--- src/rtl/ihc_pkg.sv ---
package ihc_pkg;
  localparam int IW  = 16;
  localparam int OPW = 4;
  localparam int AW  = IW - OPW;
  localparam int DAW = 8;
  localparam int NOPS = 1 << OPW;

  typedef logic [OPW-1:0] op_t;

  localparam op_t OP_ADD   = 4'h1;
  localparam op_t OP_SUB   = 4'h2;
  localparam op_t OP_INC   = 4'h3;
  localparam op_t OP_AND   = 4'h4;
  localparam op_t OP_OR    = 4'h5;
  localparam op_t OP_XOR   = 4'h6;
  localparam op_t OP_STORE = 4'hE;
  localparam op_t OP_BR    = 4'hF;

  function automatic logic [IW-1:0] mk_store(input logic [3:0] r, input logic [DAW-1:0] a);
    return {OP_STORE, r, a};
  endfunction

  function automatic logic [IW-1:0] mk_branch(input logic [AW-1:0] t);
    return {OP_BR, t};
  endfunction
endpackage

--- src/rtl/ihc_fetch_seq.sv ---
module ihc_fetch_seq
  import ihc_pkg::*;
#(
  parameter logic [NOPS-1:0] HARDEN_MASK = 16'h000A,
  parameter logic [DAW-1:0]  CHK_ADDR    = 8'hF0
) (
  input  logic          clk,
  input  logic          rst_n,
  input  logic          cpu_ifetch,
  input  logic [AW-1:0] cpu_iaddr,
  input  logic [IW-1:0] mem_idata,
  output logic [IW-1:0] cpu_idata,
  output logic          start,
  output op_t           start_op,
  output logic          seq_fault
);
  logic          busy_q, busy_d;
  logic [2:0]    idx_q, idx_d;
  logic [AW-1:0] base_q, base_d, last_q, last_d;
  logic [IW-1:0] instr_q, instr_d;
  logic          is_hard, adv;

  assign is_hard  = HARDEN_MASK[mem_idata[IW-1 -: OPW]];
  assign start_op = mem_idata[IW-1 -: OPW];
  assign adv      = cpu_ifetch;

  always_comb begin
    busy_d    = busy_q;
    idx_d     = idx_q;
    base_d    = base_q;
    last_d    = last_q;
    instr_d   = instr_q;
    cpu_idata = mem_idata;
    start     = 1'b0;
    seq_fault = 1'b0;
    if (!busy_q) begin
      if (cpu_ifetch && is_hard) begin
        cpu_idata = mk_store(mem_idata[7:4], CHK_ADDR);
        start     = 1'b1;
        busy_d    = 1'b1;
        idx_d     = 3'd1;
        base_d    = cpu_iaddr;
        last_d    = cpu_iaddr;
        instr_d   = mem_idata;
      end
    end else if (cpu_ifetch) begin
      seq_fault = (cpu_iaddr != last_q + AW'(1));
      last_d    = cpu_iaddr;
      idx_d     = idx_q + 3'd1;
      case (idx_q)
        3'd1:    cpu_idata = mk_store(instr_q[3:0], CHK_ADDR);
        3'd2:    cpu_idata = instr_q;
        3'd3:    cpu_idata = mk_store(instr_q[11:8], CHK_ADDR);
        default: begin
          cpu_idata = mk_branch(base_q + AW'(1));
          busy_d    = 1'b0;
          idx_d     = 3'd0;
        end
      endcase
    end
  end

  always_ff @(posedge clk or negedge rst_n) begin
    if (!rst_n) begin
      busy_q  <= 1'b0;
      idx_q   <= 3'd0;
      base_q  <= '0;
      last_q  <= '0;
      instr_q <= '0;
    end else if (adv) begin
      busy_q  <= busy_d;
      idx_q   <= idx_d;
      base_q  <= base_d;
      last_q  <= last_d;
      instr_q <= instr_d;
    end
  end

  assert_slot_range_R3: assert property (@(posedge clk) disable iff (!rst_n)
    busy_q |-> (idx_q >= 3'd1 && idx_q <= 3'd4));
  assert_enter_R2: assert property (@(posedge clk) disable iff (!rst_n)
    start |=> (busy_q && idx_q == 3'd1));
  assert_resume_R4: assert property (@(posedge clk) disable iff (!rst_n)
    (busy_q && idx_q == 3'd4 && cpu_ifetch) |=> !busy_q);
endmodule

--- config.mk ---
export PLATFORM = sky130hd
export DESIGN_NAME = ihc_fetch_seq
export DESIGN_NICKNAME = d
export VERILOG_FILES = /design/src/rtl/ihc_pkg.sv /design/src/rtl/ihc_fetch_seq.sv
export SDC_FILE = /design/constraint.sdc
export NUM_CORES = 1
export LEC_CHECK = 0
export BUFFER_PORTS_ARGS = -buffer_cell sky130_fd_sc_hd__buf_2
export CAP_MARGIN = 20
export CORE_ASPECT_RATIO = 0.7
export CORE_MARGIN = 1
export CORE_UTILIZATION = 40
export DETAILED_ROUTE_END_ITERATION = 10
export PLACE_DENSITY = 0.61
export REMOVE_ABC_BUFFERS = 1
export SYNTH_ARGS = -nofsm -noshare
export SYNTH_HDL_FRONTEND = slang
export SYNTH_SLANG_ARGS = --single-unit
--- constraint.sdc ---
create_clock -name clk -period 2.36 [get_ports clk]
set_input_delay 0.118 -clock clk [delete_from_list [all_inputs] [get_ports clk]]
set_output_delay 0.118 -clock clk [all_outputs]
set_load 0.02 [all_outputs]
==> results.txt <==
The flow ran to the end, and the final reports show no timing, DRC or antenna violations. For the pin with the worst max-slew slack, the measured transition is 0.7583 ns. The worst clock skew on the final layout is 0.002246 ns. The number of global-route vias before repair is 2389.

The placed wire-length estimate after detailed placement came out at 5505 um. The TritonCTS clock tree is done. The count of different cell masters after synthesis is 46.

Setup repair after global routing could not meet its margin everywhere. The number of antenna violations at the first check in global routing is 0. The pin count of the biggest net entering global routing is 32.

The number of rows in the core area came out at 25. The number of detailed-routing iterations run before antenna repair is 4. The final critical delay including setup and external delays is 2.253 ns. The number of max-slew violations in the final report is 0. The clock-pin transition on the worst setup and hold timing paths is 0.08 ns. The share of layout cells above drive strength 1 came out at 29.17%. The worst setup path is launched from a flip-flop. The power share of the sequential group came out at 37.4%.

The switching power summed over all nets is 1.805 mW. For this run, the leading register cell type out of synthesis is dfrtp_1. The routability congestion estimate from global placement came out at 0.8333.

In this run switching power makes up 44.98% of total power. The buffer levels on the longest clock path is 2. The clock group share of total power is 12.7%. For this run the aggregate overflow at the end of global routing stands at 0. The layout overhead on the synthesized area is 17.72%. The final hold violation count was 0.

The cell area reported after detailed placement came out at 3146 um^2. The final layout contains 396 nets. The aggregate routed wire length came out at 7421 um. The count of warnings emitted by yosys is 0. The internal portion of the total power is 2.208 mW. The width of the die came out at 101.7 um. The worst setup path is captured at a primary output.

The first routing iteration left 186 violations. The power per standard cell area came out at 1226 nW/um^2. The number of buffer cells added on primary ports is 52.

The worst setup margin is 0.1072 ns. Setup violations remaining at the end of the flow were counted as 0. The worst setup path is of the reg2out kind. The highest fanout seen on the critical path is 5. The max capacitance violation total came out at 0. The residual antenna-violating net count after detailed routing came out at 0. The tightest min-delay check is of the in2reg type.

The end-of-flow core utilization is 48.69%. Summing over every cut layer, the via total after detailed routing is 2487. The worst pin sits at a relative slew slack of 49.45%.

Adding up every negative setup slack in the final design gives 0 ns. In this run the count of I/O pins placed on the die edge is 53. The combined global-route utilization of all metal layers is 22.07%. The leakage power summed over all cells is 1.468 nW.

The repair_antennas step left the layout with diodes totalling 0. The synthesized netlist occupies a cell area of 2781 um^2. The total die area is 7296 um^2. At the worst endpoint, the required time is 2.24 ns. The total DRC errors in the routed layout is 0. The number of H-tree levels came out at 2. The number of instances in the synthesized netlist is 306.

The clock root buffer master is clkbuf_8. Of the synthesized area, sequential elements account for 39.59%. The final total power is 4.014 mW.

The clock latency on the worst-skew pair is 0.30 ns. Combinational logic burns 49.9% of the power. Buffers inserted during clock tree synthesis total 5. The first-pass GRT wire length is 12240 um. Of the available clock period, the critical path in the final layout requires 95.46%. The largest voltage drop on the vdd net came out at 441.5 uV. Timing would allow up to 443.9 MHz.

The cell area after layout is 3274 um^2. Once the floorplan was initialized, standard cells occupied 41.36% of the core. The height of the die is 71.77 um. The average routed wire per standard cell came out at 16.35 um. The number of synthesized flops with an enable pin came out at 0.

The worst endpoint data arrival time is 2.13 ns. The placeable core region came out at 6725 um^2. The via density per instance is 5.478.

The number of synthesized register bits came out at 44. The post-synthesis average cell area came out at 9.090 um^2. The share of synthesized flip-flops with an asynchronous set or reset came out at 100.0%. At the placement stage, the worst setup path has a slack of 0.3763 ns.

CTS saw 44 sinks.
-- sequential cells by signal (all words and copies together), names as in the netlist --
| register | count |
|---|---|
| base_q | 12 |
| busy_q | 1 |
| last_q | 12 |
| instr_q | 16 |
| idx_q | 3 |
-- metrics by stage --
| stage | hold WS, ns | std cells |
|---|---|---|
| global placement | 0.2207 | 445 |
| global route | 0.04919 | 454 |
| finish | 0.06292 | 454 |
| CTS | 0.05845 | 454 |
| floorplan | -0.1776 | 289 |
| detailed placement | 0.2295 | 445 |
-- layout make-up --
class	count	area (um^2)
fillers	654	3451
inverters	8	30.03
multi-input cells	237	1590
flip-flops and latches	44	1101
repair buffers	63	345.3
well taps	94	117.6
clock buffers	8	90.09
-- final timing paths --
check	start	endpoint	slack, ns	cells past startpoint
max	idx_q[0]	cpu_idata[13]	0.11	7
min	cpu_iaddr[1]	last_q[1]	0.06	3
max reg2reg	busy_q	last_q[10]	0.77	5
min reg2reg	instr_q[12]	instr_q[12]	0.49	1
max in group asynchronous	rst_n	instr_q[4]	1.34	3
min in group asynchronous	rst_n	instr_q[12]	0.42	2
-- power groups by stage --
stage	Sequential, mW	Clock (mW)	Combinational, mW
floorplan	1.40	0	1.37
global placement	1.48	0	1.90
detailed placement	1.49	0	1.93
CTS	1.48	0.515	1.94
global route	1.56	0.561	2.21
finish	1.50	0.509	2.00
-- synthesized netlist by cell type (2+ instances only) --
library cell	number	share of area [%]
a221oi_1	8	2.5
nor2_1	20	2.7
xor2_1	8	2.5
o21bai_1	2	0.54
o22a_1	3	0.94
nand4_1	3	0.67
nand3_1	11	2.0
and2_1	3	0.67
buf_2	6	1.1
buf_4	5	1.3
o22ai_1	4	0.90
nor2b_1	4	0.90
o21ai_0	7	1.3
o211ai_1	6	1.6
xnor2_1	16	5.0
inv_1	8	1.1
nand2_1	63	8.5
a22oi_1	3	0.81
ha_1	6	2.7
or2_2	2	0.45
a21boi_0	3	0.81
o31ai_1	2	0.54
nor3_1	5	0.90
mux2_2	25	10
clkbuf_1	5	0.67
dfrtp_1	44	40
a21o_1	2	0.54
a21oi_1	12	2.2
o31a_1	2	0.63
mux2i_1	2	0.72
-- layer usage --
metal / vias up / routed length, um / global-route usage [%]
met4: 0 / 55 / 4.348
li1: 1186 / - / -
met3: 6 / 498 / 4.585
met1: 1204 / 3724 / 33.29
met2: 91 / 3143 / 32.58
met5: - / 0 / 0
-- cells in the final DEF (no fill, tap or decap), drive strengths merged, types with 2 or more instances in the layout --
| cell | synthesis | layout |
|---|---|---|
| or2 | 2 | 2 |
| o22a | 3 | 3 |
| o31a | 2 | 2 |
| o22ai | 4 | 4 |
| o31ai | 2 | 2 |
| dfrtp | 44 | 44 |
| o21ai | 7 | 7 |
| o211ai | 6 | 6 |
| xor2 | 8 | 8 |
| nor3 | 5 | 5 |
| buf | 11 | 62 |
| o21bai | 2 | 2 |
| xnor2 | 16 | 16 |
| and2 | 3 | 3 |
| a221oi | 8 | 8 |
| nand3 | 11 | 11 |
| o41ai | 2 | 2 |
| a21boi | 3 | 3 |
| ha | 6 | 6 |
| nand4 | 3 | 3 |
| a22oi | 3 | 3 |
| nand2 | 63 | 63 |
| mux2i | 2 | 2 |
| a21oi | 12 | 12 |
| nor2 | 20 | 20 |
| clkbuf | 6 | 8 |
| inv | 8 | 8 |
| nor2b | 4 | 4 |
| a21o | 2 | 2 |
| mux2 | 25 | 25 |
-- kinds of logic after synthesis --
| logic type | after synthesis | share of synthesized area (%) |
|---|---|---|
| XOR/XNOR | 24 | 7.557 |
| AND/OR/NAND/NOR | 119 | 19.21 |
| flip-flops | 44 | 39.59 |
| buffers and inverters | 25 | 4.364 |
| AO/OA/AOI/OAI | 61 | 15.74 |
| multiplexers | 27 | 10.84 |
| adder cells (fa/ha/maj) | 6 | 2.699 |
-- what timing repair did --
action	CTS	global route
hold endpoints to repair	29	0
setup endpoints to repair	0	11
setup buffers	0	0
hold buffers	1	0
resized for setup	0	7
-- worst max-delay path, stage by stage, from the launching register on --
cell and delay, ns:
dfrtp_1 0.42, ha_1 0.23, ha_1 0.23, or3_4 0.44
inv_1 0.07, nand2_1 0.10, o22a_1 0.19, buf_2 0.15
No activity file was read; power rests on OpenSTA's default activity.
